### src/rtl/ir_rle_pkg.sv
// Shared constants and helpers for the infrared run-length encoder.
package ir_rle_pkg;
    localparam int          LEN_W    = 7;         // length field width of a run byte
    localparam int          SYM_W    = LEN_W + 1; // run byte width
    localparam logic [1:0]  MODE_CIR = 2'b11;     // mode value that enables capture

    // Build a run byte from a level and a length-minus-one field.
    function automatic logic [SYM_W-1:0] make_sym(input logic mark, input logic [LEN_W-1:0] len_m1);
        return {mark, len_m1};
    endfunction
endpackage

### src/rtl/ir_rle_tick.sv
// Sample-tick divider.
// Emits a one-cycle tick every DIV cycles while run is high. Assumes run low
// holds the phase at zero, so the first tick comes DIV cycles after run rises.
module ir_rle_tick #(
    parameter int DIV = 64
) (
    input  logic clk,
    input  logic rst_n,
    input  logic run,
    output logic tick
);
    generate
        if (DIV <= 1) begin : g_pass
            // Every active cycle is a sample.
            assign tick = run;
        end else begin : g_div
            localparam int CW = $clog2(DIV);
            localparam logic [CW-1:0] LAST = CW'(DIV - 1);
            logic [CW-1:0] cnt_q;

            // Free-running phase counter, cleared while inactive.
            always_ff @(posedge clk) begin
                if (!rst_n || !run)
                    cnt_q <= '0;
                else if (cnt_q == LAST)
                    cnt_q <= '0;
                else
                    cnt_q <= cnt_q + 1'b1;
            end

            assign tick = run && (cnt_q == LAST);
        end
    endgenerate
endmodule

### src/rtl/ir_rle_front.sv
// Input conditioning: two-flop synchronizer followed by polarity select.
// Assumes ir_raw is asynchronous to clk and that inv is quasi-static.
module ir_rle_front (
    input  logic clk,
    input  logic rst_n,
    input  logic ir_raw,
    input  logic inv,
    output logic lvl
);
    logic sync1_q, sync2_q;

    // Bring the raw line into the clock domain.
    always_ff @(posedge clk) begin
        if (!rst_n) begin
            sync1_q <= 1'b0;
            sync2_q <= 1'b0;
        end else begin
            sync1_q <= ir_raw;
            sync2_q <= sync1_q;
        end
    end

    assign lvl = sync2_q ^ inv;
endmodule

### src/rtl/ir_rle_idle.sv
// Idle-time counter for the current space run.
// Seeded with the length already seen when a space is accepted, then counts
// one per tick while count_en is high. at_limit flags the tick that completes
// (ithr+1) units of 2**UNIT_LOG2 samples. Assumes seed < 2**UNIT_LOG2.
module ir_rle_idle #(
    parameter int ITHR_W    = 8,
    parameter int UNIT_LOG2 = 7,
    parameter int SEED_W    = 7
) (
    input  logic              clk,
    input  logic              rst_n,
    input  logic              run,
    input  logic              tick,
    input  logic              seed_en,
    input  logic [SEED_W-1:0] seed,
    input  logic              count_en,
    input  logic [ITHR_W-1:0] ithr,
    output logic              at_limit
);
    localparam int CW = ITHR_W + 1 + UNIT_LOG2;

    logic [CW-1:0]       cnt_q;
    logic [ITHR_W:0]     units;
    logic [CW-1:0]       limit;
    logic [CW-1:0]       cnt_inc;

    assign units   = {1'b0, ithr} + {{ITHR_W{1'b0}}, 1'b1};
    assign limit   = {units, {UNIT_LOG2{1'b0}}};
    assign cnt_inc = cnt_q + {{(CW-1){1'b0}}, 1'b1};

    // Seed on a space acceptance, otherwise count space samples.
    always_ff @(posedge clk) begin
        if (!rst_n || !run)
            cnt_q <= '0;
        else if (tick) begin
            if (seed_en)
                cnt_q <= CW'(seed);
            else if (count_en)
                cnt_q <= cnt_inc;
        end
    end

    assign at_limit = count_en && (cnt_inc == limit);
endmodule

### src/rtl/ir_rle_track.sv
// Run tracker: deglitches sampled levels, measures runs, cuts them into
// run bytes and raises packet end. Acts only on tick cycles. Assumes the
// tick spacing is at least two cycles so strobes never last longer than one.
module ir_rle_track
    import ir_rle_pkg::*;
#(
    parameter int NTHR_W = 6
) (
    input  logic              clk,
    input  logic              rst_n,
    input  logic              run,
    input  logic              tick,
    input  logic              lvl,
    input  logic [NTHR_W-1:0] nthr,
    input  logic              idle_hit,
    output logic              space_cnt_en,
    output logic              seed_en,
    output logic [NTHR_W:0]   seed,
    output logic [SYM_W-1:0]  sym_data,
    output logic              sym_valid,
    output logic              pkt_end
);
    localparam int RUN_W = LEN_W + 1;
    localparam int SUM_W = ((NTHR_W > LEN_W) ? NTHR_W : LEN_W) + 2;
    localparam logic [SUM_W-1:0] CHUNK   = SUM_W'(2 ** LEN_W);
    localparam logic [LEN_W-1:0] ALL_ONE = '1;

    logic              cur_q, idle_q;
    logic [RUN_W-1:0]  len_q;
    logic [NTHR_W-1:0] cand_q;

    logic              cur_n, idle_n;
    logic [RUN_W-1:0]  len_n;
    logic [NTHR_W-1:0] cand_n;
    logic              emit, end_n;
    logic [SYM_W-1:0]  emit_d;

    logic [NTHR_W-1:0] nthr_eff;
    logic [NTHR_W:0]   cand_inc;
    logic [SUM_W-1:0]  sum;
    logic              differ, accept, expire;

    assign nthr_eff     = (nthr == '0) ? NTHR_W'(1) : nthr;
    assign cand_inc     = {1'b0, cand_q} + {{NTHR_W{1'b0}}, 1'b1};
    assign sum          = SUM_W'(len_q) + SUM_W'(cand_inc);
    assign differ       = (lvl != cur_q);
    assign accept       = tick && differ && (cand_inc >= {1'b0, nthr_eff});
    assign expire       = tick && !accept && idle_hit;
    assign space_cnt_en = !idle_q && !cur_q;
    assign seed_en      = accept && !lvl;
    assign seed         = cand_inc;

    // Next-state decision for one sample.
    always_comb begin
        cur_n  = cur_q;
        idle_n = idle_q;
        len_n  = len_q;
        cand_n = cand_q;
        emit   = 1'b0;
        emit_d = '0;
        end_n  = 1'b0;
        if (tick) begin
            if (!differ) begin
                cand_n = '0;
                if (!idle_q) begin
                    if (sum >= CHUNK) begin
                        emit   = 1'b1;
                        emit_d = make_sym(cur_q, ALL_ONE);
                        len_n  = RUN_W'(sum - CHUNK);
                    end else begin
                        len_n  = RUN_W'(sum);
                    end
                end
            end else if (accept) begin
                if (!idle_q && (len_q != '0)) begin
                    emit   = 1'b1;
                    emit_d = make_sym(cur_q, LEN_W'(len_q - 1'b1));
                end
                cur_n  = lvl;
                idle_n = 1'b0;
                len_n  = RUN_W'(cand_inc);
                cand_n = '0;
            end else begin
                cand_n = cand_q + 1'b1;
            end
            if (expire) begin
                end_n  = 1'b1;
                idle_n = 1'b1;
                len_n  = '0;
                cand_n = '0;
            end
        end
    end

    // Run state and output registers.
    always_ff @(posedge clk) begin
        if (!rst_n || !run) begin
            cur_q     <= 1'b0;
            idle_q    <= 1'b1;
            len_q     <= '0;
            cand_q    <= '0;
            sym_valid <= 1'b0;
            sym_data  <= '0;
            pkt_end   <= 1'b0;
        end else begin
            cur_q     <= cur_n;
            idle_q    <= idle_n;
            len_q     <= len_n;
            cand_q    <= cand_n;
            sym_valid <= emit;
            pkt_end   <= end_n;
            if (emit)
                sym_data <= emit_d;
        end
    end
endmodule

### src/rtl/ir_rle_enc.sv
// Infrared pulse run-length encoder, top level.
// Ties the input conditioner, sample divider, run tracker and idle counter
// together. Assumes thresholds and polarity change only while inactive.
module ir_rle_enc
    import ir_rle_pkg::*;
#(
    parameter int SAMPLE_DIV = 64,
    parameter int NTHR_W     = 6,
    parameter int ITHR_W     = 8
) (
    input  logic              clk,
    input  logic              rst_n,
    input  logic              ir_in,
    input  logic              glb_en,
    input  logic              rx_en,
    input  logic [1:0]        mode_sel,
    input  logic              inv_pol,
    input  logic [NTHR_W-1:0] noise_thr,
    input  logic [ITHR_W-1:0] idle_thr,
    output logic [7:0]        sym_data,
    output logic              sym_valid,
    output logic              pkt_end
);
    logic            active, tick, lvl;
    logic            space_cnt_en, seed_en, idle_hit;
    logic [NTHR_W:0] seed;

    assign active = glb_en && rx_en && (mode_sel == MODE_CIR);

    ir_rle_front u_front (
        .clk    (clk),
        .rst_n  (rst_n),
        .ir_raw (ir_in),
        .inv    (inv_pol),
        .lvl    (lvl)
    );

    ir_rle_tick #(.DIV(SAMPLE_DIV)) u_tick (
        .clk   (clk),
        .rst_n (rst_n),
        .run   (active),
        .tick  (tick)
    );

    ir_rle_track #(.NTHR_W(NTHR_W)) u_track (
        .clk          (clk),
        .rst_n        (rst_n),
        .run          (active),
        .tick         (tick),
        .lvl          (lvl),
        .nthr         (noise_thr),
        .idle_hit     (idle_hit),
        .space_cnt_en (space_cnt_en),
        .seed_en      (seed_en),
        .seed         (seed),
        .sym_data     (sym_data),
        .sym_valid    (sym_valid),
        .pkt_end      (pkt_end)
    );

    ir_rle_idle #(
        .ITHR_W    (ITHR_W),
        .UNIT_LOG2 (LEN_W),
        .SEED_W    (NTHR_W + 1)
    ) u_idle (
        .clk      (clk),
        .rst_n    (rst_n),
        .run      (active),
        .tick     (tick),
        .seed_en  (seed_en),
        .seed     (seed),
        .count_en (space_cnt_en),
        .ithr     (idle_thr),
        .at_limit (idle_hit)
    );
endmodule

### config.mk
export PLATFORM = sky130hd
export DESIGN_NAME = ir_rle_enc
export DESIGN_NICKNAME = d
export VERILOG_FILES = /design/src/rtl/ir_rle_pkg.sv /design/src/rtl/ir_rle_tick.sv /design/src/rtl/ir_rle_front.sv /design/src/rtl/ir_rle_idle.sv /design/src/rtl/ir_rle_track.sv /design/src/rtl/ir_rle_enc.sv
export SDC_FILE = /design/constraint.sdc
export NUM_CORES = 1
export LEC_CHECK = 0
export BUFFER_PORTS_ARGS = -buffer_cell sky130_fd_sc_hd__buf_2
export CORE_ASPECT_RATIO = 1.2
export CORE_MARGIN = 10
export CORE_UTILIZATION = 64
export CTS_CLUSTER_DIAMETER = 30
export DETAILED_ROUTE_END_ITERATION = 7
export GPL_TIMING_DRIVEN = 0
export HOLD_SLACK_MARGIN = 0.12
export PLACE_DENSITY = 0.85
export SYNTH_ARGS = -nofsm -noshare
export SYNTH_HDL_FRONTEND = slang
export SYNTH_SLANG_ARGS = --single-unit
### constraint.sdc
create_clock -name clk -period 7.1 [get_ports clk]
set_input_delay 1.065 -clock clk [delete_from_list [all_inputs] [get_ports clk]]
set_output_delay 1.065 -clock clk [all_outputs]
set_load 0.05 [all_outputs]
==> results of run 1 <==
==> routing by layer <==
layer	wire [µm]	part of all wire [%]	track usage, %
met5	0	0	0
met3	444	5.5	3.43
met1	3040	38	19.4
met2	4370	54	35.9
met4	181	2.3	7.24
==> state kept, by name, indices dropped and copies added, names as in the netlist <==
signal and cells:
u_tick.g_div.cnt_q 6, u_track.sym_valid 1, u_track.cand_q 6, u_track.idle_q 1
u_front.sync1_q 1, u_front.sync2_q 1, u_track.pkt_end 1, u_track.sym_data 8
u_track.len_q 8, u_track.cur_q 1, u_idle.cnt_q 16
==> final cells by class <==
type	instances	area [µm²]
Multi-Input combinational cell	334	2260
Fill cell	386	1280
Sequential cell	50	1000
Timing Repair Buffer	31	155
Clock buffer	6	82.6
Tap cell	60	75.1
Buffer	16	65.1
Inverter	13	48.8
Clock inverter	2	38.8
==> cell usage in the layout (no fill, tap or decap), drive strengths merged, types with 2 or more instances in the layout <==
| cell | netlist | routed |
|---|---|---|
| a211oi | 7 | 7 |
| a21o | 5 | 5 |
| a21oi | 19 | 19 |
| a31o | 4 | 4 |
| a31oi | 3 | 3 |
| and2 | 9 | 9 |
| and3 | 4 | 4 |
| and4 | 4 | 4 |
| buf | 3 | 34 |
| clkbuf | 13 | 19 |
| dfxtp | 50 | 50 |
| ha | 21 | 21 |
| inv | 13 | 14 |
| mux2i | 11 | 11 |
| nand2 | 40 | 40 |
| nand2b | 7 | 7 |
| nand3 | 25 | 25 |
| nand3b | 2 | 2 |
| nand4 | 11 | 11 |
| nor2 | 40 | 40 |
| nor2b | 2 | 2 |
| nor3 | 12 | 12 |
| nor3b | 2 | 2 |
| nor4 | 5 | 5 |
| o211ai | 7 | 7 |
| o21ai | 20 | 20 |
| or3 | 6 | 6 |
| or4 | 2 | 2 |
| xnor2 | 30 | 30 |
| xor2 | 24 | 24 |
==> cell families (layout without fill, tap and decap cells) <==
family / after synthesis / in the layout / synth area share [%]
flip-flops: 50 / 50 / 29.6
buffers and inverters: 29 / 68 / 3.37
adder cells (fa/ha/maj): 22 / 22 / 8.37
multiplexers: 11 / 11 / 3.26
XOR/XNOR: 54 / 54 / 14.0
AO/OA/AOI/OAI: 73 / 73 / 13.9
AND/OR/NAND/NOR: 174 / 174 / 27.5
==> per-stage QoR <==
stage          total power (µW)  utilization [%]
2_1_floorplan               312                -
3_3_place_gp                324             72.0
3_5_place_dp                326             72.0
4_1_cts                     534             74.5
5_1_grt                     550             74.5
6_report                    534             74.5
==> worst paths after layout <==
path                     start  slack [ps]  cells past startpoint                   to
max reg2reg  u_track.cand_q[0]        3230                     13  u_track.sym_data[5]
min reg2reg    u_front.sync1_q         440                      1      u_front.sync2_q
max          u_track.cand_q[0]        3230                     13  u_track.sym_data[5]
min            u_front.sync1_q         440                      1      u_front.sync2_q
==> power by group <==
part	total (µW)	internal, µW	switching (µW)
Sequential	281	281	0.226
Combinational	38.7	15.6	23.1
Clock	214	116	98.0
Total	534	412	121
==> critical path: stages, from the launching register on <==
cell and delay, ps:
dfxtp_1 560, ha_1 280, nand2b_1 130, and2_1 200
inv_1 90, ha_1 300, a21o_1 110, a31oi_1 40
o21ai_0 310, nor3b_2 500, a21oi_1 170, nor3_1 690
o211ai_1 240, a21oi_1 190
==> results.cfg, run 1 <==
[cts]
cts_root_buffer = clkbuf_8
numClockSinks = 50
cts_setup_buffers = 0
clk_latency_ps = 310
cts_made_buffers = 5
holdBufCountCts = 0
htree_levels = 2
clkSlewWorstSetupHoldPaths_ps = 100
post_cts_resized = 0
tritoncts = yes
cts_max_path_buffers = 2

[drt]
totalWireLength_um = 8040
drc = 0
drt-wirelength-per-cell_um = 15.7
vias = 3041
avgViaCountPerCell = 5.94
postRouteAntennaNets = 0
drtIter0Drc = 181
drt_pass1_iterations = 4

[min_path]
hold_class = reg -> reg

[synthesis]
yosysMostFrequentCell = dfxtp_1
synth_cells = 413
ys_seq_elements = 50
yosysTopAreaCell = dfxtp_1
ys_types = 54
syn_area_mm2 = 0.00338
synth_area_leaders = dfxtp_1, ha_1, xnor2_1
synth-seq-area-share_pct = 29.6
ys.flop_type = dfxtp_1
synthTopCellsByCount = dfxtp_1, nor2_1, nand2_1
avgSynthCellArea_um2 = 8.18
yosysWarnings = 0
async_flop_share_pct = 0
synth_fp_nets = 457
netlist.area_leader.share_pct = 29.6
synth_edf_count = 0

[worst_setup_path]
cp_data_required_time_ps = 7350
arrival_ps = 4110
path_max_fanout = 9
endpoint_kind = flop
critical_path_class = reg -> reg
crit_path_start_kind = flop

[layout]
syn_to_final_growth_pct = 10.4
nets = 495
final_cells = 512
drive_above_1_share_pct = 12.6
fin_area_mm2 = 0.00373
antennaDiodeCount = 0

[power_and_ir_drop]
vdd_drop_max_uv = 129
powerDensity_mw_per_mm2 = 143
cellLeakagePower_uw = 0.00147

[placed_design]
place_ws_ps = 3130
io_buffers = 31
hpwl_um = 6210
place_inst = 504
placed_area_mm2 = 0.00361
place.gp.congestion = 0.904

[sta]
fmax_mhz = 259
tightestPinTransition_ps = 847
period_share_pct = 54.4
setup_viol = 0
final.setup.worst_slack_ps = 3230
tns_ps = 0
finClkSkew_ps = 15.3
min_period_ps = 3870
hold_viol = 0
slew_viol_final = 0
rsz0062_at_grt = false
holdWs_ps = 444
relSlewSlack_pct = 43.1

[global_routing]
antenna_found_initial = 0
grt_max_degree = 17
grt_pass1_wl_um = 13600
grt_pass1_vias = 3057
grt_overflow = 0
grtUsageTotal_pct = 18.8

[floorplanning]
rows = 28
start_util_pct = 67.4
dieArea_mm2 = 0.00860
die_width_um = 86.3
ioPinCount = 32
core_area_mm2 = 0.00501
fp.dieH_um = 99.6

[run]
drv_cap = 0

[outcome]
status = finished clean
Power figures use the tool's default switching activity.
==> run 2: changes to the inputs <==
ABC_AREA = 1   (was unset)
CORE_UTILIZATION = 61   (was 64)
PLACE_DENSITY = 0.81   (was 0.85)
clock period = 4 ns   (was 7.1 ns; I/O delays follow)
==> results.cfg, run 2 <==
[synthesis]
synth_compound_area_share_pct = 11.8
yosysMostFrequentCell = nand2_1
synth_fp_nets = 612
ys_seq_elements = 50
synth-xor-area-share_pct = 4.31
synth_area_leaders = dfxtp_1, nand2_1, inv_1
avgSynthCellArea_um2 = 6.59
ys_types = 41
syn_area_mm2 = 0.00374
synth-simple-area-share_pct = 40.0
yosysTopAreaCell = dfxtp_1
async_flop_share_pct = 0
synth_fa_ha_area_share_pct = 7.56
synth_edf_count = 0
synth_cells = 568
synthTopCellsByCount = nand2_1, inv_1, nor2_1
yosysWarnings = 0
ys.flop_type = dfxtp_1
synth-seq-area-share_pct = 26.8
netlist.area_leader.share_pct = 26.8
synthMuxAreaShare_pct = 0
synth_top_family_by_area = simple AND/OR/NAND/NOR gates

[drt]
wl_met1_um = 3960
vias = 3644
drc = 0
drtIter0Drc = 204
wl_met3_um = 247
avgViaCountPerCell = 5.30
totalWireLength_um = 9220
postRouteAntennaNets = 0
drt_pass1_iterations = 5
dr_wl_met2_um = 4760
routed.top_layer = met4
drt-wirelength-per-cell_um = 13.4

[cts]
clkSlewWorstSetupHoldPaths_ps = 90
numClockSinks = 50
tritoncts = yes
cts_max_path_buffers = 2
clk_latency_ps = 310
cts_setup_buffers = 0
post_cts_resized = 0
htree_levels = 2
cts_root_buffer = clkbuf_8
cts_made_buffers = 5
holdBufCountCts = 0

[sta]
finClkSkew_ps = 6.05
rsz0062_at_grt = false
period_share_pct = 80.4
slew_viol_final = 0
hold_viol = 0
setup_viol = 0
tns_ps = 0
relSlewSlack_pct = 66.0
min_period_ps = 3210
tightestPinTransition_ps = 505
fmax_mhz = 311

[worst_setup_path]
r2r_cells = 19
crit_path_start_kind = flop
cp_data_required_time_ps = 4200
critical_path_class = reg -> reg
endpoint_kind = flop
r2r-end = u_idle.cnt_q[4]
r2r-start = u_track.cand_q[0]
path_max_fanout = 10
arrival_ps = 3410
reg2reg_slack_ps = 790

[layout]
largest_register_ffs = 16
antennaDiodeCount = 0
fillers = 551
multi_input_area_mm2 = 0.00238
nets = 650
seqCellArea_mm2 = 0.00100
largest_register = u_idle.cnt_q
layout_common_cells = nand2_1, inv_1, nor2_1, dfxtp_1, nand3_1
layout_commonest_cell = nand2_1
drive_above_1_share_pct = 13.5
top_regs = u_idle.cnt_q x16, u_track.len_q x8, u_track.sym_data x8
syn_to_final_growth_pct = 9.90
final_core_util_pct = 68.4

[power_and_ir_drop]
powerDensity_mw_per_mm2 = 232
vdd_drop_max_uv = 124
cellLeakagePower_uw = 0.00195

[floorplanning]
die_width_um = 91.5
start_util_pct = 62.2
fp.dieH_um = 106
ioPinCount = 32
dieArea_mm2 = 0.00968
rows = 31
core_area_mm2 = 0.00601

[min_path]
hold_depth = 2
hold_class = reg -> reg
min_to = u_front.sync2_q
hp-start = u_front.sync1_q

[global_routing]
grt_pass1_vias = 3572
grt_overflow = 0
antenna_found_initial = 0
grt_max_degree = 15
grtUsageTotal_pct = 19.4
grt_pass1_wl_um = 15900

[placed_design]
io_buffers = 31
hpwl_um = 7350
place.gp.congestion = 0.888

[outcome]
status = finished clean

[run]
drv_cap = 0
[run 2: cell types whose count changed after synthesis, moves of 8 or more]
| cell | delta |
|---|---|
| and2_1 | -8 |
| inv_1 | +61 |
| mux2i_1 | -11 |
| nand2_1 | +110 |
| nand3_1 | +11 |
| nand4_1 | +18 |
| nor2_1 | +22 |
| o21ai_0 | +12 |
| xnor2_1 | -26 |
| xor2_1 | -14 |
[run 2: layout make-up]
class | count | area share [%]
repair buffers | 31 | 3.77
multi-input cells | 428 | 57.9
inverters | 78 | 7.12
plain buffers | 12 | 1.64
clock inverters | 1 | 0.730
clock buffers | 6 | 2.01
well taps | 82 | 2.50
flip-flops and latches | 50 | 24.3
[run 2: stage by stage]
stage	setup slack (ps)	hold slack, ps	instances	total power (µW)	cell area (µm²)
floorplan	1350	390	568	562	3740
global placement	872	396	681	586	4000
detailed placement	846	409	681	588	4000
CTS	814	428	688	952	4110
global route	393	436	688	985	4110
finish	786	425	688	952	4110
[run 2: layer usage]
layer | vias up | GRT usage (%)
li1 | 1927 | -
met1 | 1628 | 21.6
met2 | 65 | 35.8
met3 | 24 | 2.63
met4 | 0 | 8.18
met5 | - | 0
[run 2: power breakdown]
group	internal (µW)	switching [µW]	leakage (µW)
sequential	498	0.529	0.000403
combinational	28.9	49.4	0.00149
clock	200	175	0.0000573
total	728	225	0.00195
[run 2: worst max path at each step]
stage                                 start                  end  slack [ps]  depth (start not counted)
after detailed placement  u_track.cand_q[0]      u_idle.cnt_q[4]         850                         19
after global placement    u_track.cand_q[0]      u_idle.cnt_q[5]         870                         19
after CTS                 u_track.cand_q[0]      u_idle.cnt_q[4]         810                         19
final                     u_track.cand_q[0]      u_idle.cnt_q[4]         790                         19
after floorplan           u_track.cand_q[0]     u_track.len_q[0]        1350                         19
after global routing      u_track.cand_q[0]  u_track.sym_data[2]         390                         17
[run 2: kinds of logic after synthesis]
family,Yosys count
xor+xnor,16
flops,50
compound gates,76
buf+inv,90
simple gates,314
fa+ha+maj,22
[run 2: critical path, stage by stage, from the launching register on]
cell	delay, ps
dfxtp_1	530
ha_1	290
nand3_1	120
xor2_1	240
inv_1	150
ha_1	350
a21o_1	190
nand3_1	80
nand2_1	50
inv_1	60
nand3_2	90
nand2_4	110
inv_2	80
nand2_4	130
nand2_2	80
nand2_4	130
inv_2	70
buf_4	180
o2111ai_1	90
o21ai_1	90
